File: config.mk
export PLATFORM = sky130hd
export DESIGN_NAME = phy_mgmt_regfile
export DESIGN_NICKNAME = d
export VERILOG_FILES = /design/src/rtl/phy_mgmt_pkg.sv /design/src/rtl/phy_mgmt_decode.sv /design/src/rtl/phy_mgmt_wregs.sv /design/src/rtl/phy_mgmt_link.sv /design/src/rtl/phy_mgmt_rdmux.sv /design/src/rtl/phy_mgmt_regfile.sv
export SDC_FILE = /design/constraint.sdc
export NUM_CORES = 1
export LEC_CHECK = 0
export ABC_AREA = 1
export ABC_CLOCK_PERIOD_IN_PS = 1600
export CAP_MARGIN = 10
export CORE_MARGIN = 10
export CORE_UTILIZATION = 45
export CTS_CLUSTER_DIAMETER = 150
export CTS_CLUSTER_SIZE = 12
export DETAILED_ROUTE_END_ITERATION = 16
export GPL_TIMING_DRIVEN = 0
export PLACE_DENSITY = 0.7
export SLEW_MARGIN = 20
export SYNTH_ARGS = -nofsm -noshare
export SYNTH_HDL_FRONTEND = slang
export SYNTH_HIERARCHICAL = 1
export SYNTH_SLANG_ARGS = --single-unit
File: constraint.sdc
create_clock -name clk -period 1.6 [get_ports clk]
set_input_delay 0.24 -clock clk [delete_from_list [all_inputs] [get_ports clk]]
set_output_delay 0.24 -clock clk [all_outputs]
set_load 0.01 [all_outputs]
File: src/rtl/phy_mgmt_pkg.sv
package phy_mgmt_pkg;
  typedef logic [15:0] word_t;

  localparam int unsigned IDX_CTRL = 0;
  localparam int unsigned IDX_STAT = 1;
  localparam int unsigned IDX_ID1  = 2;
  localparam int unsigned IDX_ID2  = 3;
  localparam int unsigned IDX_ADV  = 4;
  localparam int unsigned IDX_LP   = 5;

  localparam int unsigned CTRL_RST_BIT = 15;

  localparam word_t CTRL_DEFAULT = 16'h3100;
  localparam word_t ADV_DEFAULT  = 16'h01E1;
  localparam word_t STAT_BASE    = 16'h7848;
  localparam word_t STAT_LINKED  = 16'h0024;
  localparam word_t LP_UP        = 16'h01E1;
  localparam word_t LP_DOWN      = 16'h0080;

  typedef enum logic [2:0] {
    SEL_CTRL, SEL_STAT, SEL_ID1, SEL_ID2, SEL_ADV, SEL_LP, SEL_ZERO, SEL_NOPHY
  } sel_e;
endpackage

File: src/rtl/phy_mgmt_decode.sv
module phy_mgmt_decode
  import phy_mgmt_pkg::*;
#(
  parameter int unsigned ADDR_W   = 5,
  parameter int unsigned REG_W    = 5,
  parameter int unsigned OWN_ADDR = 1
) (
  input  logic [ADDR_W-1:0] addr_i,
  input  logic [REG_W-1:0]  reg_i,
  output sel_e              sel_o
);
  always_comb begin
    if (addr_i != ADDR_W'(OWN_ADDR)) begin
      sel_o = SEL_NOPHY;
    end else begin
      unique case (reg_i)
        REG_W'(IDX_CTRL): sel_o = SEL_CTRL;
        REG_W'(IDX_STAT): sel_o = SEL_STAT;
        REG_W'(IDX_ID1):  sel_o = SEL_ID1;
        REG_W'(IDX_ID2):  sel_o = SEL_ID2;
        REG_W'(IDX_ADV):  sel_o = SEL_ADV;
        REG_W'(IDX_LP):   sel_o = SEL_LP;
        default:          sel_o = SEL_ZERO;
      endcase
    end
  end
endmodule

File: src/rtl/phy_mgmt_wregs.sv
module phy_mgmt_wregs
  import phy_mgmt_pkg::*;
(
  input  logic  clk,
  input  logic  rst_n,
  input  logic  wr_en_i,
  input  sel_e  sel_i,
  input  word_t wr_data_i,
  output word_t ctrl_o,
  output word_t adv_o
);
  word_t ctrl_q, ctrl_d, adv_q, adv_d;
  logic  ctrl_en, adv_en;

  always_comb begin
    ctrl_en = 1'b0;
    adv_en  = 1'b0;
    ctrl_d  = ctrl_q;
    adv_d   = adv_q;
    if (wr_en_i) begin
      if (sel_i == SEL_CTRL) begin
        ctrl_en = 1'b1;
        if (wr_data_i[CTRL_RST_BIT]) begin
          ctrl_d = CTRL_DEFAULT;
          adv_en = 1'b1;
          adv_d  = ADV_DEFAULT;
        end else begin
          ctrl_d = wr_data_i;
        end
      end else if (sel_i == SEL_ADV) begin
        adv_en = 1'b1;
        adv_d  = wr_data_i;
      end
    end
  end

  always_ff @(posedge clk or negedge rst_n) begin
    if (!rst_n) begin
      ctrl_q <= CTRL_DEFAULT;
      adv_q  <= ADV_DEFAULT;
    end else begin
      if (ctrl_en) ctrl_q <= ctrl_d;
      if (adv_en)  adv_q  <= adv_d;
    end
  end

  assign ctrl_o = ctrl_q;
  assign adv_o  = adv_q;
endmodule

File: src/rtl/phy_mgmt_link.sv
module phy_mgmt_link (
  input  logic clk,
  input  logic rst_n,
  input  logic link_i,
  output logic link_o
);
  logic link_q;

  always_ff @(posedge clk or negedge rst_n) begin
    if (!rst_n) link_q <= 1'b0;
    else        link_q <= link_i;
  end

  assign link_o = link_q;
endmodule

File: src/rtl/phy_mgmt_rdmux.sv
module phy_mgmt_rdmux
  import phy_mgmt_pkg::*;
#(
  parameter word_t ID_HI = 16'h0022,
  parameter word_t ID_LO = 16'h1570
) (
  input  logic  clk,
  input  logic  rst_n,
  input  logic  rd_en_i,
  input  sel_e  sel_i,
  input  word_t ctrl_i,
  input  word_t adv_i,
  input  logic  link_i,
  output word_t rd_data_o
);
  word_t stat_w, lp_w, rd_d, rd_q;

  always_comb begin
    stat_w = link_i ? (STAT_BASE | STAT_LINKED) : STAT_BASE;
    lp_w   = link_i ? LP_UP : LP_DOWN;
    unique case (sel_i)
      SEL_CTRL:  rd_d = ctrl_i;
      SEL_STAT:  rd_d = stat_w;
      SEL_ID1:   rd_d = ID_HI;
      SEL_ID2:   rd_d = ID_LO;
      SEL_ADV:   rd_d = adv_i;
      SEL_LP:    rd_d = lp_w;
      SEL_NOPHY: rd_d = 16'hFFFF;
      default:   rd_d = 16'h0000;
    endcase
  end

  always_ff @(posedge clk or negedge rst_n) begin
    if (!rst_n)       rd_q <= 16'h0000;
    else if (rd_en_i) rd_q <= rd_d;
  end

  assign rd_data_o = rd_q;
endmodule

File: src/rtl/phy_mgmt_regfile.sv
module phy_mgmt_regfile
  import phy_mgmt_pkg::*;
#(
  parameter int unsigned ADDR_W   = 5,
  parameter int unsigned REG_W    = 5,
  parameter int unsigned OWN_ADDR = 1,
  parameter logic [15:0] ID_HI    = 16'h0022,
  parameter logic [15:0] ID_LO    = 16'h1570
) (
  input  logic              clk,
  input  logic              rst_n,
  input  logic              link_up_i,
  input  logic [ADDR_W-1:0] acc_addr_i,
  input  logic [REG_W-1:0]  acc_reg_i,
  input  logic              wr_en_i,
  input  logic [15:0]       wr_data_i,
  input  logic              rd_en_i,
  output logic [15:0]       rd_data_o
);
  sel_e  sel;
  word_t ctrl_q, adv_q;
  logic  link_q;

  phy_mgmt_decode #(.ADDR_W(ADDR_W), .REG_W(REG_W), .OWN_ADDR(OWN_ADDR)) u_dec (
    .addr_i(acc_addr_i), .reg_i(acc_reg_i), .sel_o(sel)
  );

  phy_mgmt_wregs u_wregs (
    .clk(clk), .rst_n(rst_n), .wr_en_i(wr_en_i), .sel_i(sel),
    .wr_data_i(wr_data_i), .ctrl_o(ctrl_q), .adv_o(adv_q)
  );

  phy_mgmt_link u_link (
    .clk(clk), .rst_n(rst_n), .link_i(link_up_i), .link_o(link_q)
  );

  phy_mgmt_rdmux #(.ID_HI(ID_HI), .ID_LO(ID_LO)) u_rd (
    .clk(clk), .rst_n(rst_n), .rd_en_i(rd_en_i), .sel_i(sel),
    .ctrl_i(ctrl_q), .adv_i(adv_q), .link_i(link_q), .rd_data_o(rd_data_o)
  );
endmodule

==> results of run 1 <==
[power by group]
part           internal, W  switching [W]
Combinational     0.000162       0.000144
Sequential         0.00125      0.0000169
Clock             0.000354       0.000401
[kinds of logic (layout without fill, tap and decap cells)]
family / count (synthesis) / in the layout / share of synthesized area
AND/OR/NAND/NOR: 210 / 210 / 0.362
AO/OA/AOI/OAI: 29 / 29 / 0.0582
buffers and inverters: 47 / 122 / 0.101
other: 1 / 1 / 0.00148
flip-flops: 48 / 48 / 0.477
[layer usage]
metal,vias to the layer above,wire length [um]
met2,53,3310
met1,1046,3000
met5,-,0
li1,1185,-
met4,0,97
met3,8,299
[final cells by class]
| type | count | area share |
|---|---|---|
| Inverter | 30 | 0.0341 |
| Sequential cell | 48 | 0.344 |
| Tap cell | 72 | 0.0256 |
| Timing Repair Buffer | 67 | 0.195 |
| Buffer | 17 | 0.0437 |
| Clock inverter | 1 | 0.00249 |
| Multi-Input combinational cell | 240 | 0.331 |
| Clock buffer | 7 | 0.0245 |
[sequential cells by signal, indices dropped and copies added (netlist names)]
signal / flops
u_wregs/adv_o: 16
u_wregs/ctrl_o: 15
u_rd/rd_data_o: 16
u_link/link_o: 1
[critical path, delay by kind of cell]
| kind | cells | cell delay, ps |
|---|---|---|
| AND/OR/NAND/NOR | 8 | 920 |
| buffers and inverters | 4 | 590 |
[metrics by stage]
step / worst slack [ps] / power (W) / utilization / instances
5_1_grt: -17.2 / 0.00245 / 0.640 / 482
2_1_floorplan: 177 / 0.00139 / - / 335
3_5_place_dp: -533 / 0.00159 / 0.562 / 453
6_report: 79.3 / 0.00233 / 0.640 / 482
3_3_place_gp: -1020 / 0.00158 / 0.559 / 452
4_1_cts: 0.554 / 0.00235 / 0.614 / 475
[timing repair]
item	4_1_cts	5_1_grt
setup buffers	12	6
hold buffers	1	0
endpoints found under the setup margin	27	47
pin swaps	13	13
cloned	2	1
gates resized for setup	26	24
hold endpoints to repair	15	0
[cells in the final DEF, fill, tap and decap left out, drive strengths merged]
master / n
inv: 30
nand3b: 2
dlygate4sd3: 1
clkbuf: 7
dfrtp: 40
dlymetal6s2s: 6
o21ai: 18
nand4: 3
buf: 39
o211ai: 1
nor3: 1
a21oi: 10
clkdlybuf4s15: 1
nand3: 24
dfstp: 8
dlygate4sd2: 2
nand2: 167
nor2: 13
clkdlybuf4s50: 35
conb: 1
clkinv: 1
[final timing paths]
kind | end | from | cells after the start | slack (ps)
worst max-delay path | u_rd/rd_data_o[0]$_DFFE_PN0P_ | acc_addr_i[1] | 12 | 80
worst min-delay path | u_rd/rd_data_o[9]$_DFFE_PN0P_ | rd_en_i | 3 | 240
worst max register to register | u_rd/rd_data_o[2]$_DFFE_PN0P_ | u_link/link_o$_DFF_PN0_ | 4 | 620
worst min register to register | u_wregs/adv_o[8]$_DFFE_PN1P_ | u_wregs/adv_o[8]$_DFFE_PN1P_ | 2 | 460
max in group asynchronous | u_wregs/adv_o[5]$_DFFE_PN1P_ | rst_n | 3 | 670
min in group asynchronous | u_rd/rd_data_o[10]$_DFFE_PN0P_ | rst_n | 2 | 380
==> flow_summary_export.csv, run 1 <==
group,metric,value,unit
worst_setup_path,path_max_fanout,6,
min_path,hp-class,"in2reg",
global_routing,grt_use_met3,0.0330,
worst_setup_path,crit_path_frequent_cell,"nand2_1",
clock_network,cts-buffers-inserted,5,
logic_synthesis,async_reset_ff_frac,1.00,
logic_synthesis,syn-mean-instance-area,7.58,um^2
worst_setup_path,slowest_delay,310,ps
logic_synthesis,synth_area_leaders,"dfrtp_1 39%, nand2_1 23%, dfstp_2 8.3%, nand3_1 4.5%, inv_1 4.1%",
final_layout,fillCellCount,456,
final_layout,fin_nets,440,
final_layout,postLayoutCellArea,3520,um^2
sta,drv_slew,0,
logic_synthesis,ys_seq_area_frac,0.477,
status,status,"completed",
detailed_routing,wirelength,6700,um
logic_synthesis,yosys-top-cells-count,"157 x nand2_1, 40 x dfrtp_1, 28 x inv_1",
logic_synthesis,yosys.cell_types.count,25,
sta,setup_viol,0,
logic_synthesis,synth.most_common_cell,"nand2_1",
worst_setup_path,crit_type,"in2reg",
worst_setup_path,crit_chain,"clkdlybuf4s15_1 > inv_1 > nand2_1 > nor2_2 > nand4_1 > buf_6 > nor3_4 > buf_6 > nand2_2 > nand3b_1 > nand2_1 > nand2_1",
worst_setup_path,cp-start-kind,"primary input",
logic_synthesis,synth_warnings,6,
global_routing,antenna_found_initial,0,
worst_setup_path,critPathRequiredTime,1840,ps
logic_synthesis,synth_area,2540,um^2
global_routing,track_usage,0.154,
detailed_routing,firstDrtPassIters,4,
flow_run,max_cap_violations,0,
power_and_ir_drop,power-per-cell-area,660,nW/um^2
detailed_routing,post_drt_wl_per_cell,13.9,um
logic_synthesis,synth_top_area_share,0.394,
global_routing,grt_max_degree,34,
detailed_routing,vias,2292,
sta,finalSetupTns,0,ps
final_layout,multi_input_area,1170,um^2
logic_synthesis,synthesis.nets,366,
clock_network,cts.clk_slew.worst_paths,80,ps
final_layout,area_delta_synth_final,38.8,%
sta,fin_crit_sh,0.950,
floorplan,die_area,9050,um^2
detailed_routing,ant_nets,0,
power_and_ir_drop,peakVddDrop,0.424,mV
floorplan,start_util,0.461,
sta,fin_worst_hold_slack,239,ps
logic_synthesis,synth_edf_count,0,
detailed_routing,dr.first_iter.drc_count,96,
clock_network,h-tree-depth,2,
final_layout,antennaDiodeCount,0,
logic_synthesis,netlist_instances,335,
placed_design,place_congestion,0.804,
clock_network,cts_tree,"built",
logic_synthesis,synth-seq-cells,48,
sta,fin_crit,1520,ps
clock_network,insertion_delay,300,ps
worst_setup_path,end_kind,"register",
global_routing,gr-total-overflow,0,
sta,fin_worst_skew,10.7,ps
global_routing,grt_pass1_wl,11200,um
placed_design,dpl_cell_area,3090,um^2
worst_setup_path,worstPathArrival,1760,ps
worst_setup_path,crit_slowest_cell,"nor3_4",
final_layout,drive_above_1_share,0.237,
floorplan,io_pins,47,
logic_synthesis,synth_ff_type,"dfrtp_1",
clock_network,clockRootBuffer,"clkbuf_8",
sta,timing.fmax,0.658,GHz
floorplan,die_x,95.1,um
global_routing,use_met2,0.258,
clock_network,cts.sinks,48,
logic_synthesis,synth_top_area_cell,"dfrtp_1",
global_routing,top_usage_layer,"met2",
detailed_routing,remaining_drc_errors,0,
placed_design,port_buffers,45,
clock_network,cts.path.max_buffers,2,
global_routing,grt_pass1_vias,2293,
floorplan,rows,27,
sta,finalHoldViolCount,0,
placed_design,dp_hpwl,4710,um
floorplan,coreArea,5510,um^2
power_and_ir_drop,leakagePower,1.79,nW
floorplan,die_height,95.1,um
final_layout,regArea,1210,um^2
detailed_routing,viasPerCell,4.76,
global_routing,grt_use_met1,0.194,
No activity file was read; power rests on OpenSTA's default activity.
==> inputs of run 2 (changes only) <==
ABC_CLOCK_PERIOD_IN_PS = 1400   (was 1600)
CORE_MARGIN = 2   (was 10)
clock period = 1.4 ns   (was 1.6 ns; I/O delays follow)
==> flow_summary_export.csv, run 2 (synthesis results as in run 1) <==
group,metric,value,unit
detailed_routing,viasPerCell,4.89,
clock_network,cts-buffers-inserted,5,
clock_network,clockRootBuffer,"clkbuf_8",
detailed_routing,remaining_drc_errors,0,
global_routing,gr-total-overflow,0,
worst_setup_path,crit_type,"in2reg",
power_and_ir_drop,leakagePower,1.78,nW
clock_network,h-tree-depth,2,
detailed_routing,wirelength,6500,um
power_and_ir_drop,peakVddDrop,0.502,mV
floorplan,io_pins,47,
clock_network,cts.sinks,48,
floorplan,die_x,79.1,um
placed_design,place_congestion,0.844,
final_layout,area_delta_synth_final,35.3,%
sta,setup_viol,0,
floorplan,start_util,0.464,
final_layout,fin_nets,437,
sta,fin_worst_skew,7.86,ps
min_path,hp-class,"in2reg",
sta,finalWorstSetupSlack,2.73,ps
sta,fin_crit,1400,ps
detailed_routing,vias,2341,
placed_design,dpl_cell_area,3090,um^2
floorplan,coreArea,5470,um^2
placed_design,preCtsSetupSlack,-690,ps
detailed_routing,ant_nets,0,
placed_design,port_buffers,45,
final_layout,antennaDiodeCount,0,
sta,fin_crit_sh,0.998,
floorplan,die_area,6260,um^2
floorplan,rows,27,
detailed_routing,post_drt_wl_per_cell,13.6,um
sta,drv_slew,0,
power_and_ir_drop,finalPower,0.00264,W
final_layout,final_cell_mix,"147 x nand2_1, 40 x dfrtp_1, 26 x inv_1",
final_layout,drive_above_1_share,0.251,
global_routing,antenna_found_initial,0,
worst_setup_path,critPathRequiredTime,1610,ps
global_routing,grt_max_degree,34,
final_layout,postLayoutCellArea,3440,um^2
final_layout,final_util,0.628,
global_routing,grt_pass1_vias,2256,
detailed_routing,firstDrtPassIters,4,
global_routing,grt_pass1_wl,10700,um
status,status,"completed",
power_and_ir_drop,power-per-cell-area,770,nW/um^2
flow_run,max_cap_violations,0,
final_layout,mostFrequentLayoutCell,"nand2_1",
worst_setup_path,path_max_fanout,5,
clock_network,cts.clk_slew.worst_paths,90,ps
worst_setup_path,worstPathArrival,1600,ps
floorplan,die_height,79.1,um
clock_network,cts_tree,"built",
sta,timing.fmax,0.716,GHz
clock_network,cts.path.max_buffers,2,
worst_setup_path,end_kind,"register",
sta,finalSetupTns,0,ps
clock_network,insertion_delay,310,ps
global_routing,track_usage,0.222,
sta,rsz0062_at_grt,"true",
placed_design,dp_hpwl,4470,um
final_layout,fillCellCount,499,
detailed_routing,dr.first_iter.drc_count,136,
worst_setup_path,cp-start-kind,"primary input",
sta,finalHoldViolCount,0,
[run 2: cell types whose count changed in the layout (fill, tap and decap cells not counted), sizes merged]
cell	before	now
clkbuf	7	11
dlymetal6s2s	6	1
buf	39	38
clkinvlp	0	2
clkdlybuf4s50	35	17
dlygate4sd2	2	18
clkinv	1	0
[run 2: path summary, 6_finish.rpt]
kind                       slack, ps                              to                     startpoint  depth (start not counted)
setup / recovery                   3   u_rd/rd_data_o[5]$_DFFE_PN0P_                  acc_addr_i[1]                         14
hold / removal                   200   u_rd/rd_data_o[9]$_DFFE_PN0P_                        rd_en_i                          3
setup reg to reg                 360   u_rd/rd_data_o[1]$_DFFE_PN0P_  u_wregs/ctrl_o[1]$_DFFE_PN0P_                          4
hold reg to reg                  460    u_wregs/adv_o[6]$_DFFE_PN1P_   u_wregs/adv_o[6]$_DFFE_PN1P_                          2
max in group asynchronous        500   u_wregs/ctrl_o[8]$_DFFE_PN1P_                          rst_n                          3
min in group asynchronous        330  u_rd/rd_data_o[13]$_DFFE_PN0P_                          rst_n                          2
[run 2: worst max-delay path: stages]
cell and delay (ps):
buf_6 90, inv_2 40, nand2_2 40, nor2_2 100, buf_4 130, nand3_2 120
buf_8 170, buf_4 140, nand2_1 180, nand3_1 130, nor2_1 110, nand2_1 50
nand2_1 50, nand2_1 40
[run 2: metal layers]
| layer | up-vias | wire length, um | GRT usage | share of wire |
|---|---|---|---|---|
| li1 | 1171 | - | - | - |
| met1 | 1092 | 2900 | 0.295 | 0.45 |
| met2 | 69 | 3240 | 0.373 | 0.50 |
| met3 | 9 | 283 | 0.0386 | 0.044 |
| met4 | 0 | 82 | 0.0655 | 0.013 |
| met5 | - | 0 | 0 | 0 |
[run 2: report_power, final]
part           switching (W)  leakage (nW)  internal, W
Combinational       0.000167          1.15     0.000156
Clock               0.000480        0.0434     0.000400
Sequential         0.0000180         0.589      0.00142
[run 2: what timing repair did]
item	CTS	global route
pin swaps	16	14
endpoints found under the hold margin	15	0
setup buffers	12	4
hold buffers	1	0
resized for setup	50	29
gates cloned	2	0
endpoints found under the setup margin	63	47
[run 2: layout make-up]
type | count | area [um^2] | area share
plain buffers | 16 | 126 | 0.0368
clock buffers | 6 | 82.6 | 0.0240
clock inverters | 2 | 15.0 | 0.00437
inverters | 30 | 118 | 0.0342
multi-input cells | 240 | 1180 | 0.343
flip-flops and latches | 48 | 1210 | 0.353
well taps | 72 | 90.1 | 0.0262
repair buffers | 65 | 614 | 0.179
[run 2: metrics by stage]
step           cells  hold WS (ps)
3_5_place_dp     453           144
5_1_grt          479           212
3_3_place_gp     452           450
4_1_cts          476           186
2_1_floorplan    335         -85.6
6_report         479           201
